$ cat src/rtl/ctl_pkg.sv
package ctl_pkg;

  localparam int OP_W = 6;
  localparam int FN_W = 6;

  // recognised instruction kinds, index into the AND-term vector
  localparam int K_ADD  = 0;
  localparam int K_SUB  = 1;
  localparam int K_ORI  = 2;
  localparam int K_LW   = 3;
  localparam int K_SW   = 4;
  localparam int K_BEQ  = 5;
  localparam int K_J    = 6;
  localparam int N_KIND = 7;

  // control lines, index into the OR-term vector
  localparam int L_DST   = 0;
  localparam int L_BIMM  = 1;
  localparam int L_WBMEM = 2;
  localparam int L_RFWE  = 3;
  localparam int L_DMWE  = 4;
  localparam int L_BR    = 5;
  localparam int L_JMP   = 6;
  localparam int L_SGN   = 7;
  localparam int L_ALU0  = 8;
  localparam int L_ALU1  = 9;
  localparam int N_LINE  = 10;

  localparam int ALU_W = 2;

  typedef logic [N_KIND-1:0] kind_vec_t;
  typedef logic [N_LINE-1:0] line_vec_t;

  // opcode that selects each kind
  function automatic logic [OP_W-1:0] kind_op(input int k);
    case (k)
      K_ADD, K_SUB: kind_op = 6'b000000;
      K_ORI:        kind_op = 6'b001101;
      K_LW:         kind_op = 6'b100011;
      K_SW:         kind_op = 6'b101011;
      K_BEQ:        kind_op = 6'b000100;
      K_J:          kind_op = 6'b000010;
      default:      kind_op = 6'b111111;
    endcase
  endfunction

  // function code for register-format kinds
  function automatic logic [FN_W-1:0] kind_fn(input int k);
    case (k)
      K_ADD:   kind_fn = 6'b100000;
      K_SUB:   kind_fn = 6'b100010;
      default: kind_fn = 6'b000000;
    endcase
  endfunction

  function automatic logic kind_uses_fn(input int k);
    kind_uses_fn = (k == K_ADD) || (k == K_SUB);
  endfunction

  // which kinds drive each control line (OR-term membership)
  function automatic kind_vec_t line_mask(input int l);
    kind_vec_t m;
    m = '0;
    case (l)
      L_DST:   begin m[K_ADD] = 1'b1; m[K_SUB] = 1'b1; end
      L_BIMM:  begin m[K_ORI] = 1'b1; m[K_LW] = 1'b1; m[K_SW] = 1'b1; end
      L_WBMEM: m[K_LW] = 1'b1;
      L_RFWE:  begin m[K_ADD] = 1'b1; m[K_SUB] = 1'b1; m[K_ORI] = 1'b1; m[K_LW] = 1'b1; end
      L_DMWE:  m[K_SW] = 1'b1;
      L_BR:    m[K_BEQ] = 1'b1;
      L_JMP:   m[K_J] = 1'b1;
      L_SGN:   begin m[K_LW] = 1'b1; m[K_SW] = 1'b1; end
      L_ALU0:  begin m[K_SUB] = 1'b1; m[K_BEQ] = 1'b1; end
      L_ALU1:  m[K_ORI] = 1'b1;
      default: m = '0;
    endcase
    line_mask = m;
  endfunction

endpackage

$ cat src/rtl/ctl_match.sv
module ctl_match
  import ctl_pkg::*;
#(
  parameter int OPW = OP_W,
  parameter int FNW = FN_W,
  parameter int NK  = N_KIND
) (
  input  logic [OPW-1:0] op_i,
  input  logic [FNW-1:0] fn_i,
  output logic [NK-1:0]  hit_o,
  output logic           none_o
);

  for (genvar k = 0; k < NK; k++) begin : g_term
    localparam logic [OPW-1:0] OPC = OPW'(kind_op(k));
    localparam logic [FNW-1:0] FNC = FNW'(kind_fn(k));
    localparam bit             UFN = kind_uses_fn(k);
    if (UFN) begin : g_rfmt
      assign hit_o[k] = (op_i == OPC) && (fn_i == FNC);
    end else begin : g_other
      assign hit_o[k] = (op_i == OPC);
    end
  end

  assign none_o = ~|hit_o;

endmodule

$ cat src/rtl/ctl_combine.sv
module ctl_combine
  import ctl_pkg::*;
#(
  parameter int NK = N_KIND,
  parameter int NL = N_LINE
) (
  input  logic [NK-1:0] hit_i,
  output logic [NL-1:0] line_o
);

  for (genvar l = 0; l < NL; l++) begin : g_line
    localparam logic [NK-1:0] MASK = NK'(line_mask(l));
    assign line_o[l] = |(hit_i & MASK);
  end

endmodule

$ cat src/rtl/ctl_decoder.sv
module ctl_decoder
  import ctl_pkg::*;
(
  input  logic [OP_W-1:0]  op_i,
  input  logic [FN_W-1:0]  fn_i,
  output logic             dst_rd_o,
  output logic             alu_b_imm_o,
  output logic             wb_mem_o,
  output logic             rf_we_o,
  output logic             dm_we_o,
  output logic             br_sel_o,
  output logic             jmp_sel_o,
  output logic             imm_sign_o,
  output logic [ALU_W-1:0] alu_op_o,
  output logic             illegal_o
);

  kind_vec_t hit;
  line_vec_t line;
  logic      none;

  ctl_match #(.OPW(OP_W), .FNW(FN_W), .NK(N_KIND)) u_match (
    .op_i   (op_i),
    .fn_i   (fn_i),
    .hit_o  (hit),
    .none_o (none)
  );

  ctl_combine #(.NK(N_KIND), .NL(N_LINE)) u_combine (
    .hit_i  (hit),
    .line_o (line)
  );

  assign dst_rd_o    = line[L_DST];
  assign alu_b_imm_o = line[L_BIMM];
  assign wb_mem_o    = line[L_WBMEM];
  assign rf_we_o     = line[L_RFWE];
  assign dm_we_o     = line[L_DMWE];
  assign br_sel_o    = line[L_BR];
  assign jmp_sel_o   = line[L_JMP];
  assign imm_sign_o  = line[L_SGN];
  assign alu_op_o    = {line[L_ALU1], line[L_ALU0]};
  assign illegal_o   = none;

endmodule

$ cat config.mk
export PLATFORM = sky130hd
export DESIGN_NAME = ctl_decoder
export DESIGN_NICKNAME = d
export VERILOG_FILES = /design/src/rtl/ctl_pkg.sv /design/src/rtl/ctl_match.sv /design/src/rtl/ctl_combine.sv /design/src/rtl/ctl_decoder.sv
export SDC_FILE = /design/constraint.sdc
export NUM_CORES = 1
export LEC_CHECK = 0
export BUFFER_PORTS_ARGS = -buffer_cell sky130_fd_sc_hd__buf_4
export CORE_AREA = 2 2 39 41
export DETAILED_ROUTE_END_ITERATION = 8
export DIE_AREA = 0 0 41 43
export SETUP_SLACK_MARGIN = 0.05
export SYNTH_ARGS = -nofsm -noshare
export SYNTH_HDL_FRONTEND = slang
export SYNTH_HIERARCHICAL = 1
export SYNTH_SLANG_ARGS = --single-unit
$ cat constraint.sdc
create_clock -name vclk -period 1.6
set_clock_uncertainty 0.2 [all_clocks]
set_input_delay 0.32 -clock vclk [all_inputs]
set_output_delay 0.32 -clock vclk [all_outputs]
set_load 0.02 [all_outputs]
==> flow_metrics.py <==
metrics = {
    "status": {
        "outcome": "finished with violations",
        "violations": "negative setup slack",
    },
    "place": {
        "finalWeightedCongestion": 0.7652,
        "post-dp-hpwl_um": 589.8,
        "io_buffers": 23,
        "postPlaceCellArea_sq_um": 470.5,
    },
    "floorplan": {
        "die_h_um": 43,
        "ios": 23,
        "rows": 14,
        "initial_core_util": 0.1438,
        "die_w_um": 41,
        "die_area_sq_um": 1763,
        "core_sq_um": 1384,
    },
    "yosys": {
        "ys_types": 18,
        "synthCells": 29,
        "ys_seq_area_frac": 0,
        "synth_warnings": 6,
        "synth_fp_nets": 41,
        "syn_area_sq_um": 198.9,
        "syn_area_per_cell_sq_um": 6.860,
    },
    "final_layout": {
        "seqCellArea_sq_um": 0,
        "area_delta_synth_final_pct": 208.8,
        "final_cell_mix": "buf_6, buf_4, nor2_4",
        "diodes": 0,
        "final_common_cell": "buf_6",
        "flops_and_latches": 0,
        "post-route-util": 0.4439,
        "nets": 72,
        "drive_gt1_frac": 0.8793,
        "stdcell_area_sq_um": 614.3,
        "n_clock_buffer": 0,
    },
    "timing": {
        "drv_slew": 0,
        "holdWs_ns": 0.8378,
        "min_period_ns": 1.989,
        "setup_violations": 11,
        "setup_slack_ns": -0.3890,
        "rsz0062_at_grt": "true",
        "finalSetupTns_ns": -2.691,
        "period_share": 1.243,
        "max-slew-margin-rel": 0.8254,
        "hold_viol_final": 0,
        "fmaxAchievable_mhz": 502.8,
        "tightest_slew_ns": 0.2613,
    },
    "power": {
        "powerDensity_nw_per_um2": 153.5,
        "peakVddDrop_mv": 0.07771,
        "p_leak_nw": 0.2773,
    },
    "cts": {
        "cts_hold_buf": 0,
    },
    "setup_path": {
        "worstPathRequired_ns": 1.08,
        "startpoint_type": "primary input",
        "critPathCapture": "rf_we_o",
        "critical_path_class": "in -> out",
        "path_max_fanout": 2,
        "cp-startpoint": "op_i[1]",
        "arrival_ns": 1.47,
        "worst_setup_path_end_kind": "output port",
    },
    "hold_path": {
        "hold_class": "in -> out",
        "hp-start": "op_i[1]",
    },
    "global_route": {
        "grt_max_degree": 5,
        "grtUsageTotal": 0.08800,
        "overflow": 0,
        "grt_pass1_vias": 305,
        "antenna_found_initial": 0,
        "grt_pass1_wl_um": 1159,
    },
    "detailed_routing": {
        "drt_iter0_drc": 2,
        "wl_per_cell_um": 9.041,
        "wl_um": 669,
        "ant_nets": 0,
        "dr.pass1.iters": 2,
        "routed_via_density": 4.189,
        "drc_errors": 0,
        "vias": 310,
    },
    "flow_run": {
        "maxCapViolCount": 0,
    },
}
-- timing repair --
| item | CTS | global route |
|---|---|---|
| resized for setup | 30 | 5 |
| pin swaps | 16 | 8 |
| setup endpoints to repair | 11 | 11 |
| buffers inserted | 3 | 1 |
-- synthesized netlist by cell type, drive strengths merged --
library cell,instances,area (sq um)
or3,2,12.51
nor2,5,21.27
or4,2,18.77
and2,1,7.510
and3b,1,8.760
or2,3,18.77
nor3,2,15.01
or3b,1,8.760
and3,1,6.260
a2111oi,1,8.760
o21bai,1,7.510
nand3b,2,15.01
nand2b,2,12.51
buf,5,37.54
-- layout make-up --
cell class / count / area [sq um]
Fill cell: 143 / 769.5
Tap cell: 16 / 20.02
Multi-Input combinational cell: 24 / 241.5
Timing Repair Buffer: 34 / 352.8
-- stage by stage --
step | total power, mW | worst slack (ns) | cells
after floorplan | 0.02746 | -0.1943 | 29
after global placement | 0.07184 | -0.4206 | 72
after detailed placement | 0.07295 | -0.4330 | 72
after CTS | 0.09316 | -0.4092 | 75
after global routing | 0.1014 | -0.4478 | 74
final | 0.09428 | -0.3890 | 74
-- worst min-delay path by stage --
stage	end	cells after the start	slack (ns)
after floorplan	wb_mem_o	2	0.64
after global placement	alu_op_o[1]	4	0.88
after detailed placement	alu_op_o[1]	4	0.88
after CTS	jmp_sel_o	4	0.84
after global routing	jmp_sel_o	4	0.86
final	jmp_sel_o	4	0.84
-- cell families after synthesis --
kind of cell	Yosys count	share of synthesized area
AOI/OAI and AO/OA	2	0.08178
buffers and inverters	5	0.1887
and+or+nand+nor	22	0.7296
-- report_power, final --
group,internal (mW),switching (mW),total [mW]
clock,0,0,0
combinational,0.0603,0.0339,0.0943
sequential,0,0,0
total,0.0603,0.0339,0.0943
-- worst max-delay path, cell delays in order --
cell and delay (ns):
buf_6 0.09, or4_4 0.55, nor2_4 0.10, and3b_1 0.18
or4_4 0.13, buf_6 0.10
-- routing by layer --
layer | global-route usage | wire length [um]
met4 | 0 | 0
met5 | 0 | 0
met3 | 0.01047 | 61
met2 | 0.1719 | 390
met1 | 0.09841 | 216
(Power assumes the default switching activity.)
